==> src/rtl/dbg_seq_pkg.sv <==
package dbg_seq_pkg;
  typedef enum logic [2:0] {
    ST_IDLE  = 3'd0,
    ST_ONE   = 3'd1,
    ST_TWO   = 3'd2,
    ST_THREE = 3'd3,
    ST_FINAL = 3'd4
  } seq_state_e;

  localparam int STATUS_W   = 8;
  localparam int FULL_BIT   = 7;
  localparam int STAGE_W    = 3;
  localparam int NUM_MATCH  = 3;
endpackage

==> src/rtl/dbg_rst_sync.sv <==
module dbg_rst_sync #(
  parameter int STAGES = 2
) (
  input  logic clk,
  input  logic arst_n,
  output logic srst_n_o
);
  logic [STAGES-1:0] sync_q;

  always_ff @(posedge clk or negedge arst_n) begin
    if (!arst_n) sync_q <= '0;
    else         sync_q <= {sync_q[STAGES-2:0], 1'b1};
  end

  assign srst_n_o = sync_q[STAGES-1];
endmodule

==> src/rtl/dbg_seq_fsm.sv <==
module dbg_seq_fsm
  import dbg_seq_pkg::*;
(
  input  logic                 clk,
  input  logic                 rst_n,
  input  logic                 arm_set_i,
  input  logic                 arm_clr_i,
  input  logic [NUM_MATCH-1:0] match_i,
  input  logic                 end_evt_i,
  output logic                 armed_o,
  output logic [STAGE_W-1:0]   state_o
);
  seq_state_e state_q, state_d;
  logic       armed_q, armed_d;
  logic       fin_end;
  logic       upd_en;

  // reaching the final stage raises a one-cycle internal end
  assign fin_end = armed_q && (state_q == ST_FINAL);

  always_comb begin
    state_d = state_q;
    armed_d = armed_q;
    if (arm_set_i) begin
      armed_d = 1'b1;
      state_d = ST_ONE;
    end else if (armed_q) begin
      if (arm_clr_i) begin
        armed_d = 1'b0;               // software disarm keeps the code
      end else if (end_evt_i || fin_end) begin
        armed_d = 1'b0;
        state_d = ST_IDLE;
      end else begin
        unique case (state_q)
          ST_ONE:   if (match_i[0]) state_d = ST_TWO;
          ST_TWO:   if (match_i[1]) state_d = ST_THREE;
          ST_THREE: if (match_i[2]) state_d = ST_FINAL;
          default:  state_d = state_q;
        endcase
      end
    end
  end

  assign upd_en = arm_set_i || armed_q;

  always_ff @(posedge clk or negedge rst_n) begin
    if (!rst_n) begin
      state_q <= ST_IDLE;
      armed_q <= 1'b0;
    end else if (upd_en) begin
      state_q <= state_d;
      armed_q <= armed_d;
    end
  end

  assign armed_o = armed_q;
  assign state_o = state_q;
endmodule

==> src/rtl/dbg_trace_cnt.sv <==
module dbg_trace_cnt #(
  parameter int DEPTH = 64,
  localparam int CNT_W = $clog2(DEPTH + 1)
) (
  input  logic             clk,
  input  logic             por_rst_n,
  input  logic             sys_rst_n,
  input  logic             clear_i,
  input  logic             armed_i,
  input  logic             store_i,
  output logic             full_o,
  output logic [CNT_W-1:0] count_o
);
  localparam logic [CNT_W-1:0] CNT_MAX = CNT_W'(DEPTH);

  logic [CNT_W-1:0] cnt_q, cnt_d;
  logic             full_q, full_d;
  logic             cnt_en;

  assign cnt_en = clear_i || (armed_i && store_i && (cnt_q != CNT_MAX));

  always_comb begin
    if (clear_i) cnt_d = '0;
    else         cnt_d = cnt_q + 1'b1;
  end

  always_comb begin
    if (clear_i)              full_d = 1'b0;
    else if (cnt_d == CNT_MAX) full_d = 1'b1;
    else                      full_d = full_q;
  end

  always_ff @(posedge clk or negedge sys_rst_n) begin
    if (!sys_rst_n)  cnt_q <= '0;
    else if (cnt_en) cnt_q <= cnt_d;
  end

  // full flag lives in the power-on domain only
  always_ff @(posedge clk or negedge por_rst_n) begin
    if (!por_rst_n)  full_q <= 1'b0;
    else if (cnt_en) full_q <= full_d;
  end

  assign full_o  = full_q;
  assign count_o = cnt_q;
endmodule

==> src/rtl/dbg_seq_ctrl.sv <==
module dbg_seq_ctrl
  import dbg_seq_pkg::*;
#(
  parameter int DEPTH       = 64,
  parameter int SYNC_STAGES = 2,
  localparam int CNT_W      = $clog2(DEPTH + 1)
) (
  input  logic                 clk,
  input  logic                 por_n,
  input  logic                 sys_rst_n,
  input  logic                 arm_set_i,
  input  logic                 arm_clr_i,
  input  logic [NUM_MATCH-1:0] match_i,
  input  logic                 end_evt_i,
  input  logic                 trace_store_i,
  output logic [STATUS_W-1:0]  status_o,
  output logic [CNT_W:0]       line_cnt_o,
  output logic [STAGE_W-1:0]   state_o
);
  logic                por_s_n;
  logic                sys_s_n;
  logic                sys_arst_n;
  logic                armed_w;
  logic                full_w;
  logic [CNT_W-1:0]    cnt_w;
  logic [STAGE_W-1:0]  stage_w;

  assign sys_arst_n = por_n & sys_rst_n;

  dbg_rst_sync #(.STAGES(SYNC_STAGES)) u_por_sync (
    .clk(clk), .arst_n(por_n), .srst_n_o(por_s_n)
  );

  dbg_rst_sync #(.STAGES(SYNC_STAGES)) u_sys_sync (
    .clk(clk), .arst_n(sys_arst_n), .srst_n_o(sys_s_n)
  );

  dbg_seq_fsm u_fsm (
    .clk(clk), .rst_n(sys_s_n),
    .arm_set_i(arm_set_i), .arm_clr_i(arm_clr_i),
    .match_i(match_i), .end_evt_i(end_evt_i),
    .armed_o(armed_w), .state_o(stage_w)
  );

  dbg_trace_cnt #(.DEPTH(DEPTH)) u_cnt (
    .clk(clk), .por_rst_n(por_s_n), .sys_rst_n(sys_s_n),
    .clear_i(arm_set_i), .armed_i(armed_w), .store_i(trace_store_i),
    .full_o(full_w), .count_o(cnt_w)
  );

  always_comb begin
    status_o = '0;
    status_o[FULL_BIT] = full_w;
    status_o[STAGE_W-1:0] = stage_w;
  end

  assign line_cnt_o = {full_w, cnt_w};
  assign state_o    = stage_w;
endmodule

==> config.mk <==
export PLATFORM = sky130hd
export DESIGN_NAME = dbg_seq_ctrl
export DESIGN_NICKNAME = d
export VERILOG_FILES = /design/src/rtl/dbg_seq_pkg.sv /design/src/rtl/dbg_rst_sync.sv /design/src/rtl/dbg_seq_fsm.sv /design/src/rtl/dbg_trace_cnt.sv /design/src/rtl/dbg_seq_ctrl.sv
export SDC_FILE = /design/constraint.sdc
export NUM_CORES = 1
export LEC_CHECK = 0
export ABC_AREA = 1
export BUFFER_PORTS_ARGS = -buffer_cell sky130_fd_sc_hd__buf_2
export CAP_MARGIN = 15
export CORE_ASPECT_RATIO = 0.8
export CORE_MARGIN = 3
export CORE_UTILIZATION = 49
export CTS_CLUSTER_DIAMETER = 120
export DETAILED_ROUTE_END_ITERATION = 7
export PLACE_DENSITY = 0.77
export SYNTH_ARGS = -nofsm -noshare
export SYNTH_HDL_FRONTEND = slang
export SYNTH_SLANG_ARGS = --single-unit
==> constraint.sdc <==
create_clock -name clk -period 0.9 [get_ports clk]
set_clock_uncertainty 0.1 [all_clocks]
set_input_delay 0.045 -clock clk [delete_from_list [all_inputs] [get_ports clk]]
set_output_delay 0.045 -clock clk [all_outputs]
set_load 0.01 [all_outputs]
==> results.ini <==
[power_and_ir_drop]
ir_drop_mv = 1.29
power_density_nw_per_um2 = 1260
p_leak_nw = 0.791

[final_layout]
fill_cells = 49
layout.nets = 191
final_util = 0.945
diodes = 0
drive_gt1_frac = 0.545
area_growth_pct = 73.9

[synthesis]
avgSynthCellArea_um2 = 7.73
syn_area_um2 = 920
synth_edf_count = 0
ys_seq_area_frac = 0.435
async_reset_ff_frac = 1.00
synth_ff_type = dfrtp_1
syn_inst = 119
ys_ff_latch = 16
yosys_warnings = 0
yosysUniqueCellTypes = 21

[setup_path]
worstPathArrival_ns = 1.86
crit_chain = ha_1, nand2_2, nor2_4, nor2_1, nand2_1, nand2_1, nor2_1, nand3_1, a21oi_2
crit_slowest_cell = dfrtp_1
worstPathRequired_ns = 1.03
startpoint_type = flip-flop
worst-path-max-fanout = 3
cp-startpoint = u_cnt.count_o[1]$_DFFE_PN0P_
rr_startpoint = u_cnt.count_o[1]$_DFFE_PN0P_
r2r_slack_ns = -0.83
end_kind = flip-flop
path_class = reg -> reg
slowest_delay_ns = 0.44

[global_routing]
antenna_found_initial = 0
grt_max_degree = 12
grt-ovfl-total = 0
grt_first_pass_wirelength_mm = 4.66
track_usage = 0.277
grt_pass1_vias = 1099

[floorplanning]
die_w_um = 54.4
num_rows = 13
dieHeight_um = 44.8
initial_core_util = 0.544
io_pins = 29
die-area_um2 = 2440
core_um2 = 1690

[detailed_routing]
dr.pass1.iters = 4
drtIter0Drc = 53
ant_nets = 0
via_count = 1205
vias_per_cell = 6.03
drt_wl_total_mm = 4.02
drc_errors = 0
wl_per_cell_um = 20.1

[sta]
setup_ws_ns = -0.834
finalCriticalPeriod_ns = 1.73
rsz0062_at_grt = true
slew_viol_final = 0
fin_crit_sh = 1.93
max_freq_ghz = 0.577
finalHoldViolations = 0
setup_violations = 27

[clock_tree]
cts.clk_slew.worst_paths_ns = 0.10
cts.sinks = 16
htreeDepth = 1
cts_hold_buf = 6
insertion_delay_ns = 0.30
cts.path.max_buffers = 2
numCtsBuffers = 3
cts_tree = yes
cts-root-buf = clkbuf_4

[run_status]
status = finished with violations
violations = negative setup slack

[worst_hold_path]
hp-start = end_evt_i
min_path_type = in -> reg

[placement]
preCtsSetupSlack_ns = -0.628
port_buffers = 24
routabilityCongestion = 0.849
place_hpwl_mm = 1.59

[run]
maxCapViolations = 0

-- per-stage QoR --
step | power, mW | TNS, ns | hold WS (ns) | std cells | cell area (µm²)
final | 2.01 | -10.74 | 0.0158 | 200 | 1600
after global routing | 2.08 | -11.94 | 0.0352 | 200 | 1600
after CTS | 1.82 | -8.18 | -0.0188 | 191 | 1460
after detailed placement | 1.19 | -5.60 | -0.260 | 175 | 1130
after global placement | 1.18 | -5.26 | -0.263 | 175 | 1130
after floorplan | 1.04 | -4.89 | -0.351 | 123 | 943
-- flip-flops by register name (all words and copies together), names as in the netlist --
register / count
u_sys_sync.sync_q: 2
u_por_sync.sync_q: 2
u_cnt.count_o: 7
u_fsm.state_o: 3
u_fsm.armed_o: 1
u_cnt.full_o: 1
-- cell usage in the layout (no fill, tap or decap), types with 4 or more instances in the layout --
master / instances
buf_4: 17
nor2_1: 11
nand2_2: 9
buf_2: 11
dfrtp_2: 5
o21ai_1: 4
buf_6: 27
nand3_1: 8
nand2_1: 17
inv_1: 8
dfrtp_1: 11
dlygate4sd3_1: 6
inv_2: 5
conb_1: 6
-- worst max-delay path: cells and delay by family, from the launching register on --
kind	cells	cell delay (ns)
simple gates	7	0.69
flops	1	0.44
fa+ha+maj	1	0.25
compound gates	1	0.16
-- cells by family after synthesis --
| family | Yosys count | share of synthesized area |
|---|---|---|
| DFF | 16 | 0.435 |
| adders and majority gates | 2 | 0.0272 |
| AOI/OAI and AO/OA | 17 | 0.107 |
| and+or+nand+nor | 58 | 0.279 |
| buffers and inverters | 24 | 0.143 |
| other | 2 | 0.00817 |
-- metal layers --
layer  track usage  vias to the layer above  wire length, µm
met3        0.0627                       41              361
met5             0                        -                0
met2         0.516                      113             1970
li1              -                      489                -
met4         0.164                        0              314
met1         0.275                      562             1370
-- Yosys cell counts, types with 3 or more instances --
library cell	n	area share
nand2_2	3	0.020
buf_4	9	0.073
o21ai_0	9	0.049
inv_1	14	0.057
dfrtp_1	16	0.44
nor2_1	12	0.049
nand3_1	11	0.060
nand2_1	26	0.11
-- timing repair --
action                                 4_1_cts  5_1_grt
pin swaps                                   10       11
buffers inserted                             8       11
gates resized for setup                     43       22
setup endpoints to repair                   27       27
endpoints found under the hold margin        8        1
-- layout make-up --
cell class / instances / area (µm²) / area share
Timing Repair Buffer: 61 / 547 / 0.342
Clock buffer: 4 / 36.3 / 0.0227
Multi-Input combinational cell: 83 / 522 / 0.326
Inverter: 14 / 60.1 / 0.0376
Sequential cell: 16 / 407 / 0.254
Tap cell: 22 / 27.5 / 0.0172
-- worst paths after layout --
path                                                  end  cells after the start
max                              u_cnt.full_o$_DFFE_PN0P_                      9
min                          u_fsm.state_o[0]$_DFFE_PN0P_                      4
max reg2reg                      u_cnt.full_o$_DFFE_PN0P_                      9
min reg2reg                  u_fsm.state_o[2]$_DFFE_PN0P_                      1
max in group asynchronous  u_por_sync.sync_q[1]$_DFF_PN0_                      3
min in group asynchronous    u_fsm.state_o[2]$_DFFE_PN0P_                      1
-- where the power goes --
group	internal [mW]	switching (mW)	total, mW
Sequential	0.765	0.0616	0.827
Combinational	0.342	0.341	0.684
Clock	0.247	0.252	0.499
No activity file was read; power rests on OpenSTA's default activity.
